$ cat config.mk
export PLATFORM = sky130hd
export DESIGN_NAME = nov_pattern_ctrl
export DESIGN_NICKNAME = d
export VERILOG_FILES = /design/src/rtl/nov_pkg.sv /design/src/rtl/nov_regfile.sv /design/src/rtl/nov_trig_timer.sv /design/src/rtl/nov_out_stage.sv /design/src/rtl/nov_pattern_ctrl.sv
export SDC_FILE = /design/constraint.sdc
export NUM_CORES = 1
export LEC_CHECK = 0
export CORE_MARGIN = 2
export CORE_UTILIZATION = 55
export CTS_BUF_LIST = sky130_fd_sc_hd__clkbuf_16
export CTS_CLUSTER_SIZE = 8
export DETAILED_ROUTE_END_ITERATION = 8
export DONT_BUFFER_PORTS = 1
export GPL_ROUTABILITY_DRIVEN = 0
export GPL_TIMING_DRIVEN = 0
export PLACE_DENSITY = 0.7
export SYNTH_ARGS = -nofsm -noshare
export SYNTH_HDL_FRONTEND = slang
export SYNTH_HIERARCHICAL = 1
export SYNTH_SLANG_ARGS = --single-unit
$ cat constraint.sdc
create_clock -name clk_i -period 5.9 [get_ports clk_i]
set_input_delay 0.59 -clock clk_i [delete_from_list [all_inputs] [get_ports clk_i]]
set_output_delay 0.59 -clock clk_i [all_outputs]
set_load 0.02 [all_outputs]
$ cat src/rtl/nov_pkg.sv
package nov_pkg;
  typedef enum logic [2:0] {
    ADDR_CTRL = 3'd0,
    ADDR_CMPA = 3'd1,
    ADDR_CMPB = 3'd2,
    ADDR_NEXT = 3'd3,
    ADDR_EN   = 3'd4,
    ADDR_FLAG = 3'd5
  } reg_addr_e;

  localparam int CTRL_RUN_BIT = 0;
  localparam int CTRL_IRQ_BIT = 1;
  localparam int CTRL_NOV_LSB = 2;
endpackage

$ cat src/rtl/nov_regfile.sv
module nov_regfile
  import nov_pkg::*;
#(
  parameter int DATA_W = 16,
  parameter int CNT_W  = 16,
  parameter int PAT_W  = 8,
  parameter int N_GRP  = 2
) (
  input  logic              clk_i,
  input  logic              rst_ni,
  input  logic              wr_en_i,
  input  logic [2:0]        wr_addr_i,
  input  logic [DATA_W-1:0] wr_data_i,
  input  logic              flag_set_i,
  output logic              run_o,
  output logic              irq_en_o,
  output logic [N_GRP-1:0]  nov_o,
  output logic [CNT_W-1:0]  cmpa_o,
  output logic [CNT_W-1:0]  cmpb_o,
  output logic [PAT_W-1:0]  next_eff_o,
  output logic [PAT_W-1:0]  en_o,
  output logic              flag_o
);
  localparam int CTRL_W = CTRL_NOV_LSB + N_GRP;

  logic [CTRL_W-1:0] ctrl_q;
  logic [CNT_W-1:0]  cmpa_q, cmpb_q;
  logic [PAT_W-1:0]  next_q, en_q;
  logic              flag_q;
  logic              wr_ctrl, wr_cmpa, wr_cmpb, wr_next, wr_en, wr_flag;
  logic              unused_wr_bits;

  assign wr_ctrl = wr_en_i && (wr_addr_i == ADDR_CTRL);
  assign wr_cmpa = wr_en_i && (wr_addr_i == ADDR_CMPA);
  assign wr_cmpb = wr_en_i && (wr_addr_i == ADDR_CMPB);
  assign wr_next = wr_en_i && (wr_addr_i == ADDR_NEXT);
  assign wr_en   = wr_en_i && (wr_addr_i == ADDR_EN);
  assign wr_flag = wr_en_i && (wr_addr_i == ADDR_FLAG);
  assign unused_wr_bits = ^wr_data_i;

  always_ff @(posedge clk_i or negedge rst_ni) begin
    if (!rst_ni) begin
      ctrl_q <= '0;
      cmpa_q <= '0;
      cmpb_q <= '0;
      next_q <= '0;
      en_q   <= '0;
    end else begin
      if (wr_ctrl) ctrl_q <= wr_data_i[CTRL_W-1:0];
      if (wr_cmpa) cmpa_q <= wr_data_i[CNT_W-1:0];
      if (wr_cmpb) cmpb_q <= wr_data_i[CNT_W-1:0];
      if (wr_next) next_q <= wr_data_i[PAT_W-1:0];
      if (wr_en)   en_q   <= wr_data_i[PAT_W-1:0];
    end
  end

  // set has priority over a clear in the same cycle
  always_ff @(posedge clk_i or negedge rst_ni) begin
    if (!rst_ni)                      flag_q <= 1'b0;
    else if (flag_set_i)              flag_q <= 1'b1;
    else if (wr_flag && wr_data_i[0]) flag_q <= 1'b0;
  end

  // same-cycle write is visible to a trigger in that cycle
  assign next_eff_o = wr_next ? wr_data_i[PAT_W-1:0] : next_q;

  assign run_o    = ctrl_q[CTRL_RUN_BIT];
  assign irq_en_o = ctrl_q[CTRL_IRQ_BIT];
  assign nov_o    = ctrl_q[CTRL_NOV_LSB +: N_GRP];
  assign cmpa_o   = cmpa_q;
  assign cmpb_o   = cmpb_q;
  assign en_o     = en_q;
  assign flag_o   = flag_q;
endmodule

$ cat src/rtl/nov_trig_timer.sv
module nov_trig_timer #(
  parameter int CNT_W = 16
) (
  input  logic             clk_i,
  input  logic             rst_ni,
  input  logic             run_i,
  input  logic [CNT_W-1:0] cmpa_i,
  input  logic [CNT_W-1:0] cmpb_i,
  output logic             ev_a_o,
  output logic             ev_b_o,
  output logic [CNT_W-1:0] cnt_o
);
  logic [CNT_W-1:0] cnt_q;

  assign ev_b_o = run_i && (cnt_q == cmpb_i);
  // guard point only exists strictly inside the period
  assign ev_a_o = run_i && (cnt_q == cmpa_i) && (cmpa_i < cmpb_i);

  always_ff @(posedge clk_i or negedge rst_ni) begin
    if (!rst_ni)     cnt_q <= '0;
    else if (ev_b_o) cnt_q <= '0;
    else if (run_i)  cnt_q <= cnt_q + 1'b1;
  end

  assign cnt_o = cnt_q;
endmodule

$ cat src/rtl/nov_out_stage.sv
module nov_out_stage #(
  parameter int PAT_W = 8,
  parameter int GRP_W = 4,
  parameter int N_GRP = 2
) (
  input  logic             clk_i,
  input  logic             rst_ni,
  input  logic             ev_a_i,
  input  logic             ev_b_i,
  input  logic [N_GRP-1:0] nov_i,
  input  logic [PAT_W-1:0] en_i,
  input  logic [PAT_W-1:0] next_i,
  output logic [PAT_W-1:0] pat_o
);
  for (genvar g = 0; g < N_GRP; g++) begin : g_grp
    logic [GRP_W-1:0] grp_q, upd, nxt, nx, en;

    assign nx = next_i[g*GRP_W +: GRP_W];
    assign en = en_i[g*GRP_W +: GRP_W];

    always_comb begin
      upd = grp_q;
      if (ev_b_i)                upd = nov_i[g] ? (grp_q & nx) : nx;
      else if (ev_a_i && nov_i[g]) upd = nx;
      nxt = (upd & en) | (grp_q & ~en);
    end

    always_ff @(posedge clk_i or negedge rst_ni) begin
      if (!rst_ni) grp_q <= '0;
      else         grp_q <= nxt;
    end

    assign pat_o[g*GRP_W +: GRP_W] = grp_q;
  end
endmodule

$ cat src/rtl/nov_pattern_ctrl.sv
module nov_pattern_ctrl #(
  parameter int DATA_W = 16,
  parameter int CNT_W  = 16,
  parameter int PAT_W  = 8,
  parameter int GRP_W  = 4
) (
  input  logic              clk_i,
  input  logic              rst_ni,
  input  logic              wr_en_i,
  input  logic [2:0]        wr_addr_i,
  input  logic [DATA_W-1:0] wr_data_i,
  output logic [PAT_W-1:0]  pat_o,
  output logic              flag_o,
  output logic              irq_o
);
  localparam int N_GRP = PAT_W / GRP_W;

  logic             run, irq_en, ev_a, ev_b;
  logic [N_GRP-1:0] nov;
  logic [CNT_W-1:0] cmpa, cmpb, cnt;
  logic [PAT_W-1:0] next_eff, en;

  nov_regfile #(
    .DATA_W(DATA_W), .CNT_W(CNT_W), .PAT_W(PAT_W), .N_GRP(N_GRP)
  ) i_regs (
    .clk_i      (clk_i),
    .rst_ni     (rst_ni),
    .wr_en_i    (wr_en_i),
    .wr_addr_i  (wr_addr_i),
    .wr_data_i  (wr_data_i),
    .flag_set_i (ev_a),
    .run_o      (run),
    .irq_en_o   (irq_en),
    .nov_o      (nov),
    .cmpa_o     (cmpa),
    .cmpb_o     (cmpb),
    .next_eff_o (next_eff),
    .en_o       (en),
    .flag_o     (flag_o)
  );

  nov_trig_timer #(.CNT_W(CNT_W)) i_timer (
    .clk_i  (clk_i),
    .rst_ni (rst_ni),
    .run_i  (run),
    .cmpa_i (cmpa),
    .cmpb_i (cmpb),
    .ev_a_o (ev_a),
    .ev_b_o (ev_b),
    .cnt_o  (cnt)
  );

  nov_out_stage #(.PAT_W(PAT_W), .GRP_W(GRP_W), .N_GRP(N_GRP)) i_out (
    .clk_i  (clk_i),
    .rst_ni (rst_ni),
    .ev_a_i (ev_a),
    .ev_b_i (ev_b),
    .nov_i  (nov),
    .en_i   (en),
    .next_i (next_eff),
    .pat_o  (pat_o)
  );

  assign irq_o = flag_o & irq_en;
endmodule

* Word-level counts from Yosys, hierarchy flattened
Cells that the tools add are included.
Word-level totals: RAM bits 0, memories 0, word-level logic and storage cells 55, bits of input ports 22, latch bits 0, bits in read-only memories 0, output and inout port bits 10, register bits after elaboration 77
Operators by class: multipliers 0, muxes and demuxes 11, eq/ne operators 7, $lt $le $gt $ge 1, $add $sub $neg 1, shift operators 0, bitwise operators 11, divide/modulo/power cells 0, reductions and logical operators 15
Operators with widths (count):
- $eq A16 B16 Y1 | 2
- $mux W16 | 2
- $and A4 B4 Y4 | 6
- $mux W4 | 6
- $add A16 B1 Y16 const B | 1
- $lt A16 B16 Y1 | 1
- $logic_and A1 B1 Y1 | 12
- $mux W8 | 1
- $not A4 Y4 | 2
- $or A4 B4 Y4 | 2
- $eq A3 B2 Y1 const B | 2
- $eq A3 B3 Y1 const B | 2
- $reduce_bool A2 Y1 | 2
- $eq A3 B1 Y1 const B | 1
- $logic_not A3 Y1 | 1
- $mux W1 | 2
- $and A1 B1 Y1 | 1

* Depth between registers and ports, before layout
depth in word-level cells 8, gate-level depth with buffers 9, mapped depth without buffers 9

* By module
The synthesis kept the hierarchy.
By module, submodules not included:
- nov_regfile | seq. area each 1326.3 µm², times used 1, area an instance 2103.3 µm², cells an instance 118
- nov_trig_timer | seq. area each 400.4 µm², times used 1, area an instance 1591.5 µm², cells an instance 184
- nov_out_stage | seq. area each 200.2 µm², times used 1, area an instance 474.2 µm², cells an instance 47
- nov_pattern_ctrl | seq. area each 0.0 µm², times used 1, area an instance 6.3 µm², cells an instance 1

* Least setup slack after synthesis
OpenSTA, ideal clock, no wires.
path type register to register, from register i_regs.cmpa_q[7] (netlist: i_regs/cmpa_o[7]), to register (tool-made name), setup time 0.104 ns, setup slack 3.078 ns, data required time 5.796 ns, clock period less this slack 2.822 ns, path buffers 0, cell stages (with the launch flop) 9, arrival time 2.718 ns, cells stage by stage dfrtp_1 ha_1 and3_1 a221oi_1 o31ai_1 a2111oi_0 a21o_4 a21oi_1 a221oi_1
RTL lines:
- start, declared | line nov_regfile.sv:27 | logic [CNT_W-1:0] cmpa_q, cmpb_q;
- start signal, assigned | line nov_regfile.sv:50 | if (wr_cmpa) cmpa_q <= wr_data_i[CNT_W-1:0];

==> impl_metrics.toml <==
[logic_synthesis]
yosys.area.top_type = "dfrtp_1"
yosysMostFrequentCell = "dfrtp_1"
yosysWarnings = 6
syn-num-nets = 388
ys_seq_elements = 77
synth_area_leaders = "dfrtp_1 (46%), mux2_2 (8.6%), mux2_4 (7.2%)"
syn_inst = 350
synth_edf_count = 0
syn_avg_cell_area_sq_um = 11.9
syn-cell-area_sq_um = 4180
yosysSeqAreaShare_pct = 46.1
synth_top_cell_area_share_pct = 46.1
ys_async_sr_fraction_pct = 100
synthFlopType = "dfrtp_1"
yosys.cell_types.count = 47
yosys-top-cells-count = "dfrtp_1 (77), mux2_2 (32), xnor2_1 (23)"

[finish]
nets = 400
layout-drive-gt1-share_pct = 23.7
instances_no_fill = 466
antennaDiodeCount = 0
areaGrowthSynthToFinish_pct = 11.5
final_core_util_pct = 63.9

[critical_path]
arrival_ns = 3.17
critPathKind = "flop to flop"
path_max_fanout = 6
startpoint_type = "flop"
path_buf_inv = 0
worstPathRequired_ns = 6.13
path_cells = "ha_1 > a2111oi_0 > o31ai_1 > a2111oi_2 > a21o_4 > a21oi_1 > a221oi_1"
cp-end-kind = "flop"
crit_family = "compound AO/OA/AOI/OAI gates"
r2r_slack_ns = 2.96
r2r_start = "i_regs/cmpa_o[1]$_DFFE_PN0P_"
critPathSlowestCell = "a2111oi_2"
rr_worst_depth = 7
max_stage_delay_ns = 0.86

[floorplan]
die_h_um = 91.1
start_util_pct = 57.3
rows = 31
core_area_sq_um = 7290
dieArea_sq_um = 8300
io_pins = 32
die_w_um = 91.1

[power_and_ir_drop]
p_per_area_nw_per_um2 = 376
p_clk_share_pct = 33.8
p_switching_mw = 0.528
power.leakage_nw = 2.04
vdd_ir_drop_max_uv = 195
seqPwrFrac_pct = 41.7
intPower_mw = 1.22
power_frac_comb_pct = 24.5
p_sw_share_pct = 30.2

[clock_network]
cts.sinks = 77
cts_tree = "built"
cts_buffers = 9
h-tree-depth = 3
ctsRootBufferMaster = "clkbuf_16"
worstSkewPairLatency_ns = 0.33
clk_pin_slew_ns = 0.06
cts.path.max_buffers = 2

[timing]
period_share_pct = 49.8
period_needed_ns = 2.94
worst_clock_skew_ns = 0.00782
worst_pin_slew_ns = 0.974
hold_viol_final = 0
finalMaxSlewViolations = 0
rsz0062_at_grt = "false"
max_freq_mhz = 341
setup_viol = 0
relSlewSlack_pct = 35.0
finalSetupTns_ns = 0
timing.final.ws_setup_ns = 2.96

[routing]
wl_per_cell_um = 18.2
drt-total-wl_mm = 8.48
drt-pass1-iter-count = 4
drtIter0Drc = 156
drt-vias-per-instance = 5.78
drtAntennaViolNets = 0
num_vias = 2693
remaining_drc_errors = 0

[global_routing]
antenna_found_initial = 0
grt_max_degree = 78
grt_pass1_wl_mm = 14.4
grt_usage_pct = 22.4
overflow = 0
grt_pass1_vias = 2880

[run]
maxCapViolCount = 0

[placement]
io_buffers = 0
post-place-ws_ns = 2.94
dp.cells = 449
dpl.hpwl_mm = 5.88

[worst_hold_path]
holdCritPathClass = "primary input to async pin"

[run_status]
outcome = "completed"
==> how the worst max path moves through the flow <==
stage / startpoint / end / cells after the start
floorplan: i_regs/cmpa_o[7]$_DFFE_PN0P_ / flop / 8
global placement: i_regs/cmpa_o[1]$_DFFE_PN0P_ / flop / 7
detailed placement: i_regs/cmpa_o[1]$_DFFE_PN0P_ / flop / 7
CTS: i_regs/cmpa_o[1]$_DFFE_PN0P_ / flop / 7
global route: i_regs/cmpb_o[7]$_DFFE_PN0P_ / flop / 9
finish: i_regs/cmpa_o[1]$_DFFE_PN0P_ / flop / 7
==> cells in the final DEF, fill, tap and decap left out, types with 7 or more instances in the layout <==
cell       synthesis  final
xor2_1            19     19
ha_1              16     16
nand4_1            9      9
xnor2_1           23     23
mux2_4            20     20
buf_2              8      8
o21bai_1           7      7
mux2_2            32     32
inv_1             22     23
a21oi_1           20     20
a221oi_1           8      8
nor4_1             7      7
dfrtp_1           77     77
nor2b_1            7      7
clkbuf_16          0      9
==> power groups by stage <==
stage	logic [mW]	registers, mW	clock network (mW)
final	0.428	0.729	0.591
after global routing	0.479	0.746	0.625
after CTS	0.429	0.731	0.604
after detailed placement	0.406	0.738	0
after global placement	0.392	0.734	0
after floorplan	0.337	0.707	0
==> layer usage <==
metal	up-vias	global-route usage (%)	wire length, um
met1	1354	28.4	3830
met2	48	36.3	4150
met3	15	7.22	359
met5	-	0	0
li1	1276	-	-
met4	0	7.58	143
==> layout make-up <==
type	count	area [sq um]
Inverter	22	82.6
Timing Repair Buffer	1	27.5
Clock inverter	7	98.8
Multi-Input combinational cell	234	2080
Sequential cell	77	1930
Tap cell	99	124
Fill cell	587	2640
Buffer	17	96.3
Clock buffer	9	225
==> metrics by stage <==
stage	hold WS, ns	total power, mW	instance area (sq um)
CTS	0.160	1.76	4660
detailed placement	0.297	1.14	4310
finish	0.145	1.75	4660
floorplan	0.294	1.04	4180
global route	0.170	1.85	4660
global placement	0.297	1.13	4300
==> cells by family (layout without fill, tap and decap cells) <==
family / count (synthesis) / after routing / synth area share, %
compound gates: 58 / 58 / 9.56
xor+xnor: 42 / 42 / 8.81
fa+ha+maj: 16 / 16 / 4.79
buf+inv: 39 / 56 / 4.29
flops: 77 / 77 / 46.1
mux: 52 / 52 / 15.8
simple gates: 66 / 66 / 10.6
==> worst reg2reg max path, delay by kind of cell, from the launching register on <==
kind / cells / cell delay (ns)
compound gates: 6 / 2.12
flops: 1 / 0.42
fa+ha+maj: 1 / 0.31
==> what timing repair did <==
item | CTS | global route
resized for setup | 0 | 0
buffers inserted | 0 | 0
hold endpoints to repair | 77 | 0
hold buffers | 1 | 0
(Power assumes the default switching activity.)
